[src/rtl/gpio_pkg.sv]
package gpio_pkg;
  localparam int GPIO_ADDR_W = 2;

  typedef enum logic [GPIO_ADDR_W-1:0] {
    REG_DATA  = 2'd0,
    REG_DIR   = 2'd1,
    REG_PULL  = 2'd2,
    REG_ODSEL = 2'd3
  } gpio_reg_e;
endpackage

[src/rtl/gpio_rst_sync.sv]
module gpio_rst_sync #(
  parameter int STAGES = 2
) (
  input  logic clk,
  input  logic rst_an,
  output logic rst_sn
);
  logic [STAGES-1:0] stg_q;

  always_ff @(posedge clk or negedge rst_an) begin
    if (!rst_an) stg_q <= '0;
    else         stg_q <= {stg_q[STAGES-2:0], 1'b1};
  end

  assign rst_sn = stg_q[STAGES-1];
endmodule

[src/rtl/gpio_sync.sv]
module gpio_sync #(
  parameter int WIDTH  = 8,
  parameter int STAGES = 2
) (
  input  logic             clk,
  input  logic             rst_n,
  input  logic [WIDTH-1:0] d,
  output logic [WIDTH-1:0] q
);
  logic [STAGES-1:0][WIDTH-1:0] stg_q;

  always_ff @(posedge clk or negedge rst_n) begin
    if (!rst_n) begin
      stg_q <= '0;
    end else begin
      stg_q[0] <= d;
      for (int i = 1; i < STAGES; i++) stg_q[i] <= stg_q[i-1];
    end
  end

  assign q = stg_q[STAGES-1];
endmodule

[src/rtl/gpio_regs.sv]
module gpio_regs
  import gpio_pkg::*;
#(
  parameter int               WIDTH          = 8,
  parameter bit               WHOLE_DIR      = 1'b0,
  parameter logic [WIDTH-1:0] PULL_USED_MASK = '1
) (
  input  logic                   clk,
  input  logic                   rst_n,
  input  logic                   wr_en,
  input  logic [GPIO_ADDR_W-1:0] addr,
  input  logic [WIDTH-1:0]       wdata,
  output logic [WIDTH-1:0]       latch_q,
  output logic [WIDTH-1:0]       dir_q,
  output logic [WIDTH-1:0]       pull_q,
  output logic [WIDTH-1:0]       od_q
);
  localparam logic [WIDTH-1:0] DIR_MASK = WHOLE_DIR ? WIDTH'(1) : '1;

  logic we_latch, we_dir, we_pull, we_od;
  logic [WIDTH-1:0] latch_nxt, dir_nxt, pull_nxt, od_nxt;

  always_comb begin
    we_latch  = wr_en && (addr == REG_DATA);
    we_dir    = wr_en && (addr == REG_DIR);
    we_pull   = wr_en && (addr == REG_PULL);
    we_od     = wr_en && (addr == REG_ODSEL);
    latch_nxt = wdata;
    dir_nxt   = wdata & DIR_MASK;
    pull_nxt  = wdata & PULL_USED_MASK;
    od_nxt    = wdata;
  end

  always_ff @(posedge clk or negedge rst_n) begin
    if (!rst_n)        latch_q <= '0;
    else if (we_latch) latch_q <= latch_nxt;
  end

  always_ff @(posedge clk or negedge rst_n) begin
    if (!rst_n)      dir_q <= '0;
    else if (we_dir) dir_q <= dir_nxt;
  end

  always_ff @(posedge clk or negedge rst_n) begin
    if (!rst_n)       pull_q <= '0;
    else if (we_pull) pull_q <= pull_nxt;
  end

  always_ff @(posedge clk or negedge rst_n) begin
    if (!rst_n)     od_q <= '0;
    else if (we_od) od_q <= od_nxt;
  end
endmodule

[src/rtl/gpio_pin_ctl.sv]
module gpio_pin_ctl #(
  parameter bit PULL_DOWN = 1'b0
) (
  input  logic is_out,
  input  logic latch,
  input  logic od_sel,
  input  logic pull_on,
  output logic pad_o,
  output logic pad_oe,
  output logic pu,
  output logic pd
);
  logic pull_act;

  always_comb begin
    pad_oe   = is_out & ~(od_sel & latch);
    pad_o    = latch & ~od_sel;
    pull_act = pull_on & ~is_out;
    pu       = pull_act & ~PULL_DOWN;
    pd       = pull_act & PULL_DOWN;
  end
endmodule

[src/rtl/gpio_port8.sv]
module gpio_port8
  import gpio_pkg::*;
#(
  parameter int               WIDTH          = 8,
  parameter bit               WHOLE_DIR      = 1'b0,
  parameter logic [WIDTH-1:0] PULL_DOWN_MASK = '0,
  parameter logic [WIDTH-1:0] PULL_USED_MASK = '1,
  parameter int               SYNC_STAGES    = 2
) (
  input  logic                   clk,
  input  logic                   rst_n,
  input  logic                   wr_en,
  input  logic [GPIO_ADDR_W-1:0] addr,
  input  logic [WIDTH-1:0]       wdata,
  output logic [WIDTH-1:0]       rdata,
  input  logic [WIDTH-1:0]       pin_in,
  output logic [WIDTH-1:0]       pad_o,
  output logic [WIDTH-1:0]       pad_oe,
  output logic [WIDTH-1:0]       pu_req,
  output logic [WIDTH-1:0]       pd_req
);
  logic             rst_sn;
  logic [WIDTH-1:0] latch_q, dir_q, pull_q, od_q;
  logic [WIDTH-1:0] dir_eff, pin_sync;

  gpio_rst_sync #(.STAGES(2)) u_rst (
    .clk    (clk),
    .rst_an (rst_n),
    .rst_sn (rst_sn)
  );

  gpio_regs #(
    .WIDTH          (WIDTH),
    .WHOLE_DIR      (WHOLE_DIR),
    .PULL_USED_MASK (PULL_USED_MASK)
  ) u_regs (
    .clk     (clk),
    .rst_n   (rst_sn),
    .wr_en   (wr_en),
    .addr    (addr),
    .wdata   (wdata),
    .latch_q (latch_q),
    .dir_q   (dir_q),
    .pull_q  (pull_q),
    .od_q    (od_q)
  );

  gpio_sync #(.WIDTH(WIDTH), .STAGES(SYNC_STAGES)) u_sync (
    .clk   (clk),
    .rst_n (rst_sn),
    .d     (pin_in),
    .q     (pin_sync)
  );

  generate
    if (WHOLE_DIR) begin : g_dir_whole
      assign dir_eff = {WIDTH{dir_q[0]}};
    end else begin : g_dir_bit
      assign dir_eff = dir_q;
    end
  endgenerate

  for (genvar g = 0; g < WIDTH; g++) begin : g_pin
    gpio_pin_ctl #(.PULL_DOWN(PULL_DOWN_MASK[g])) u_pin (
      .is_out  (dir_eff[g]),
      .latch   (latch_q[g]),
      .od_sel  (od_q[g]),
      .pull_on (pull_q[g]),
      .pad_o   (pad_o[g]),
      .pad_oe  (pad_oe[g]),
      .pu      (pu_req[g]),
      .pd      (pd_req[g])
    );
  end

  always_comb begin
    case (addr)
      REG_DATA:  rdata = (dir_eff & latch_q) | (~dir_eff & pin_sync);
      REG_DIR:   rdata = dir_q;
      REG_PULL:  rdata = pull_q;
      default:   rdata = od_q;
    endcase
  end
endmodule

[config.mk]
export PLATFORM = sky130hd
export DESIGN_NAME = gpio_port8
export DESIGN_NICKNAME = d
export VERILOG_FILES = /design/src/rtl/gpio_pkg.sv /design/src/rtl/gpio_rst_sync.sv /design/src/rtl/gpio_sync.sv /design/src/rtl/gpio_regs.sv /design/src/rtl/gpio_pin_ctl.sv /design/src/rtl/gpio_port8.sv
export SDC_FILE = /design/constraint.sdc
export NUM_CORES = 1
export LEC_CHECK = 0
export BUFFER_PORTS_ARGS = -buffer_cell sky130_fd_sc_hd__buf_2
export CELL_PAD_IN_SITES_DETAIL_PLACEMENT = 0
export CELL_PAD_IN_SITES_GLOBAL_PLACEMENT = 2
export CORE_MARGIN = 1.5
export CORE_UTILIZATION = 32
export DETAILED_ROUTE_END_ITERATION = 8
export PLACE_DENSITY_LB_ADDON = 0.3
export SYNTH_ARGS = -nofsm -noshare
export SYNTH_HDL_FRONTEND = slang
export SYNTH_SLANG_ARGS = --single-unit
[constraint.sdc]
create_clock -name clk -period 1.4 [get_ports clk]
set_input_delay 0.28 -clock clk [delete_from_list [all_inputs] [get_ports clk]]
set_output_delay 0.28 -clock clk [all_outputs]
set_load 0.05 [all_outputs]
After elaboration in Yosys (flattened, before gate mapping):

Cells that the tools add are included.

* bits in registers: 50
* bits in latches: 0
* RAM bits: 0
* ROM bits: 0
* input port bits: 21
* output and inout bits: 40
* word-level logic and storage cells: 76
* memories kept: 0

* $add $sub $neg: 0
* multipliers: 0
* divide/modulo/power cells: 0
* $lt $le $gt $ge: 0
* equality and inequality tests: 3
* shift-type cells: 0
* mux-type cells: 1
* bitwise operators: 60
* reduce and logical (&&, ||, !) cells: 5

Operator list (number)
* $and A1 B1 Y1: 32
* $not A1 Y1: 24
* $pmux W8 S3: 1
* $and A8 B8 Y8: 2
* $not A8 Y8: 1
* $or A8 B8 Y8: 1
* $eq A2 B2 Y1 const B: 2
* $logic_and A1 B1 Y1: 4
* $eq A2 B1 Y1 const B: 1
* $logic_not A2 Y1: 1

Depth between registers and ports, before layout:

* depth after elaboration: 4
* depth in mapped cells: 5
* mapped depth without buffers: 3

Cells and area by module:

Synthesis repeated with hierarchy kept, for this count alone.

* cells, all modules: 188
* area total of the unflattened synthesis: 2413.6 sq um

By module, submodules not included
* gpio_regs: times used 1, cells each 68, area an instance 1212.4 sq um, sequential area each 800.8 sq um
* gpio_sync: times used 1, cells each 24, area an instance 460.4 sq um, sequential area each 400.4 sq um
* gpio_port8: times used 1, cells each 53, area an instance 386.6 sq um, sequential area each 0.0 sq um
* gpio_pin_ctl: times used 8, cells each 5, area an instance 37.5 sq um, sequential area each 0.0 sq um
* gpio_rst_sync: times used 1, cells each 3, area an instance 53.8 sq um, sequential area each 50.0 sq um

Worst setup path before layout:

No wires, ideal clock.

* path type: input-to-output
* start: in addr[0]
* end: out rdata[5]
* arrival time: 1.575 ns
* required time: 1.120 ns
* slack: -0.455 ns
* stages: 5
* buffers on the path: 2
* cells stage by stage: clkbuf_2 -> buf_6 -> nor3b_1 -> nor3_1 -> a21oi_1

* longest elaborated chain between the ends: 2
* elaborated cells between the ends (all ways): 4
* those cells by class: eq/ne (2); mux (1); reduce/logical (1)

RTL lines
* start, declared: RTL line gpio_port8.sv:13 `input logic [GPIO_ADDR_W-1:0] addr,`
* $eq A2 B2 Y1, or another cell as far along: RTL line gpio_port8.sv:77 `case (addr)`
* $pmux W8 S3 (*): RTL line gpio_port8.sv:77
* end, declared: RTL line gpio_port8.sv:15 `output logic [WIDTH-1:0] rdata,`

Mark *: on every way between the ends. The rest lies on a longest branch, timed or not.

Worst setup path in the final report:

* start: reg u_regs.dir_q[3]
* end: out rdata[3]

* longest elaborated chain between the ends: 4
* elaborated cells between the ends (all ways): 5
* those cells by class: mux (1); bitwise (4)

RTL lines
* start, declared: RTL line gpio_regs.sv:14 `output logic [WIDTH-1:0] dir_q,`
* start signal, assigned: RTL line gpio_regs.sv:41 `else if (we_dir) dir_q <= dir_nxt;`
* $not A8 Y8: RTL line gpio_port8.sv:78 `REG_DATA: rdata = (dir_eff & latch_q) | (~dir_eff & pin_sync);`
* $and A8 B8 Y8: RTL line gpio_port8.sv:78
* $or A8 B8 Y8: RTL line gpio_port8.sv:78
* $pmux W8 S3 (*): RTL line gpio_port8.sv:77

Marked as above.

==> flow_summary.ini <==
[outcome]
status = finished with violations
failed_checks = negative setup slack

[floorplanning]
dieArea_mm2 = 0.007967
start_util = 0.3300
core_area_mm2 = 0.007214
io_pins = 61
fp.dieH_um = 89.26
rows = 31
die_x_um = 89.26

[clock_tree]
root_buffer = clkbuf_8
clkTransAtPathRegs_ns = 0.08
cts_tree = done
clock-sinks = 50
clock_tree.buffer_depth = 2
htree_levels = 2
clock_latency_ns = 0.29
cts_buffers = 5

[placed_design]
placed_cells = 324
gp_congestion = 0.8253
io_buffers = 52
detailed_place_hpwl_um = 3959

[grt]
grt_max_degree = 26
grt_pass1_wl_um = 8128
grt_usage = 0.1387
grt_pass1_vias = 1656
grt-ovfl-total = 0
antenna_found_initial = 0

[yosys]
syn_area_per_cell_um2 = 14.34
yosysSeqAreaShare = 0.5255
synthFlopType = dfrtp_1
ys.warnings.count = 0
synth-seq-cells = 50
syn_inst = 166
synthDistinctLibCells = 18
synth_top_area_frac = 0.5255
yosys-top-cells-count = dfrtp_1 (50), mux2_2 (39), buf_4 (33)
synth.area.top_cells = dfrtp_1 (53%), mux2_2 (18%), buf_4 (10%)
synth-async-reset-ratio = 1.000
syn_area_mm2 = 0.002381
yosysMostFrequentCell = dfrtp_1
synth_edf_count = 0
yosys.area.top_type = dfrtp_1

[sta]
fin_crit_sh = 1.371
hold_violations = 0
rsz0062_at_grt = true
max_freq_ghz = 0.5211
maxSlewViolCount = 0
worst_slack_ns = -0.5190
timing.final.crit_period_ns = 1.919
finalSetupViolations = 22
hold_ws_ns = 0.08349
final.setup_skew_ns = 0.001721

[cells_and_area]
layout-drive-gt1-share = 0.7448
fill_cells = 679
layout.nets = 259
area_growth_pct = 43.30
finalNonFillerCells = 338
antennaDiodeCount = 0

[routing]
num_vias = 1498
viasPerCell = 4.432
drt_iter0_markers = 24
wl_per_cell_um = 15.16
drc_errors = 0
first_pass_iters = 2
wl_um = 5123
antenna_left = 0

[setup_path]
path_class = flip-flop to primary output
critPathArrivalTime_ns = 1.64
crit_required_ns = 1.12
cp-start-kind = flip-flop
path_cells = mux2_4 -> mux4_2 -> buf_6
cp_max_fo = 2
r2r_start = u_regs.od_q[0]
r2r_slack_ns = 0.37
endpoint_kind = primary output
startpoint = u_regs.dir_q[3]
max_stage_delay_ns = 0.47
critPathSlowestCell = mux4_2

[pwr]
seqPwrFrac = 0.356
switchingPower_uw = 1869
intPower_uw = 3199
ir_drop_uv = 752.5
power.leakage_uw = 0.001589
powerDensity_mw_per_mm2 = 1485
swShare = 0.3687
combPwrFrac = 0.479
power_frac_clock = 0.164

[hold_path]
hp-start = pin_in[1]
min_path_type = input pin to flip-flop

[job]
cap_violations = 0
==> critical path, delay by kind of cell, from the launching register on <==
| family | cells | cell delay (ns) |
|---|---|---|
| buffers and inverters | 1 | 0.17 |
| flip-flops | 1 | 0.41 |
| multiplexers | 2 | 0.77 |
==> sequential cells by signal (all words and copies together), names as in the netlist <==
name,flops
u_rst.stg_q,2
u_regs.pull_q,8
u_regs.od_q,8
u_regs.latch_q,8
u_sync.q,8
u_regs.dir_q,8
u_sync.stg_q,8
==> metal layers <==
metal | share of wire | routed length [um] | vias to the layer above | global-route usage
li1 | - | - | 679 | -
met1 | 0.38 | 1956 | 772 | 0.1520
met2 | 0.57 | 2898 | 38 | 0.2618
met3 | 0.036 | 182 | 9 | 0.03139
met4 | 0.017 | 86 | 0 | 0.04755
met5 | 0 | 0 | - | 0
==> layout make-up <==
cell class	instances	area (um2)	area share
multi-input cells	88	1105	0.3238
repair buffers	93	838.3	0.2457
clock inverters	1	5.005	0.001467
clock buffers	7	86.33	0.02530
well taps	99	123.9	0.03630
flip-flops and latches	50	1254	0.3674
==> kinds of logic (layout without fill, tap and decap cells) <==
family          Yosys count  after routing  synth area share
flops                    50             50            0.5255
mux                      47             47            0.2612
buf+inv                  35            101            0.1109
simple gates             22             22           0.06884
compound gates           10             10           0.03048
other cells               2              9          0.003154
==> metrics by stage <==
stage / setup slack, ns / utilization / area (um2) / total power (uW) / TNS [ns]
4_1_cts: -0.5414 / 0.4492 / 3241 / 4923 / -4.438
3_3_place_gp: -0.2274 / 0.3890 / 2806 / 3562 / -3.313
2_1_floorplan: -0.1773 / - / 2424 / 3286 / -1.400
3_5_place_dp: -0.2416 / 0.3890 / 2806 / 3622 / -3.822
6_report: -0.5190 / 0.4729 / 3412 / 5068 / -4.275
5_1_grt: -0.5641 / 0.4729 / 3412 / 5304 / -5.562
==> timing repair <==
| item | in CTS | in global routing |
|---|---|---|
| pin swaps | 7 | 0 |
| endpoints found under the setup margin | 32 | 32 |
| gates resized for setup | 107 | 32 |
| buffers inserted | 4 | 7 |
| hold buffers | 1 | 0 |
| endpoints found under the hold margin | 2 | 0 |
==> worst paths after layout <==
path	endpoint	cells past startpoint
max reg2reg	u_regs.od_q[0]	3
max	rdata[3]	3
min	u_sync.stg_q[1]	1
min reg2reg	u_regs.latch_q[1]	1
min in group asynchronous	u_regs.latch_q[1]	1
max in group asynchronous	u_regs.latch_q[5]	1
==> placed cells by master (no fill, tap or decap), drive strengths merged <==
cell         netlist  routed
mux2              39      39
o21a               1       1
a21oi              1       1
mux4               7       7
clkinv             0       1
a21boi             8       8
dlygate4sd3        0       1
buf               34      92
dfrtp             50      50
nor3               1       1
clkbuf             1       7
mux2i              1       1
conb               2       9
nor3b              2       2
nand3              1       1
nand3b             2       2
nor2b             16      16
==> power by group through the flow <==
stage | Combinational, uW | Sequential [uW] | Clock [uW]
3_5_place_dp | 1810 | 1810 | 0
4_1_cts | 2250 | 1800 | 880
3_3_place_gp | 1770 | 1790 | 0
2_1_floorplan | 1470 | 1820 | 0
6_report | 2430 | 1810 | 833
5_1_grt | 2540 | 1830 | 930
Power figures use the tool's default switching activity.
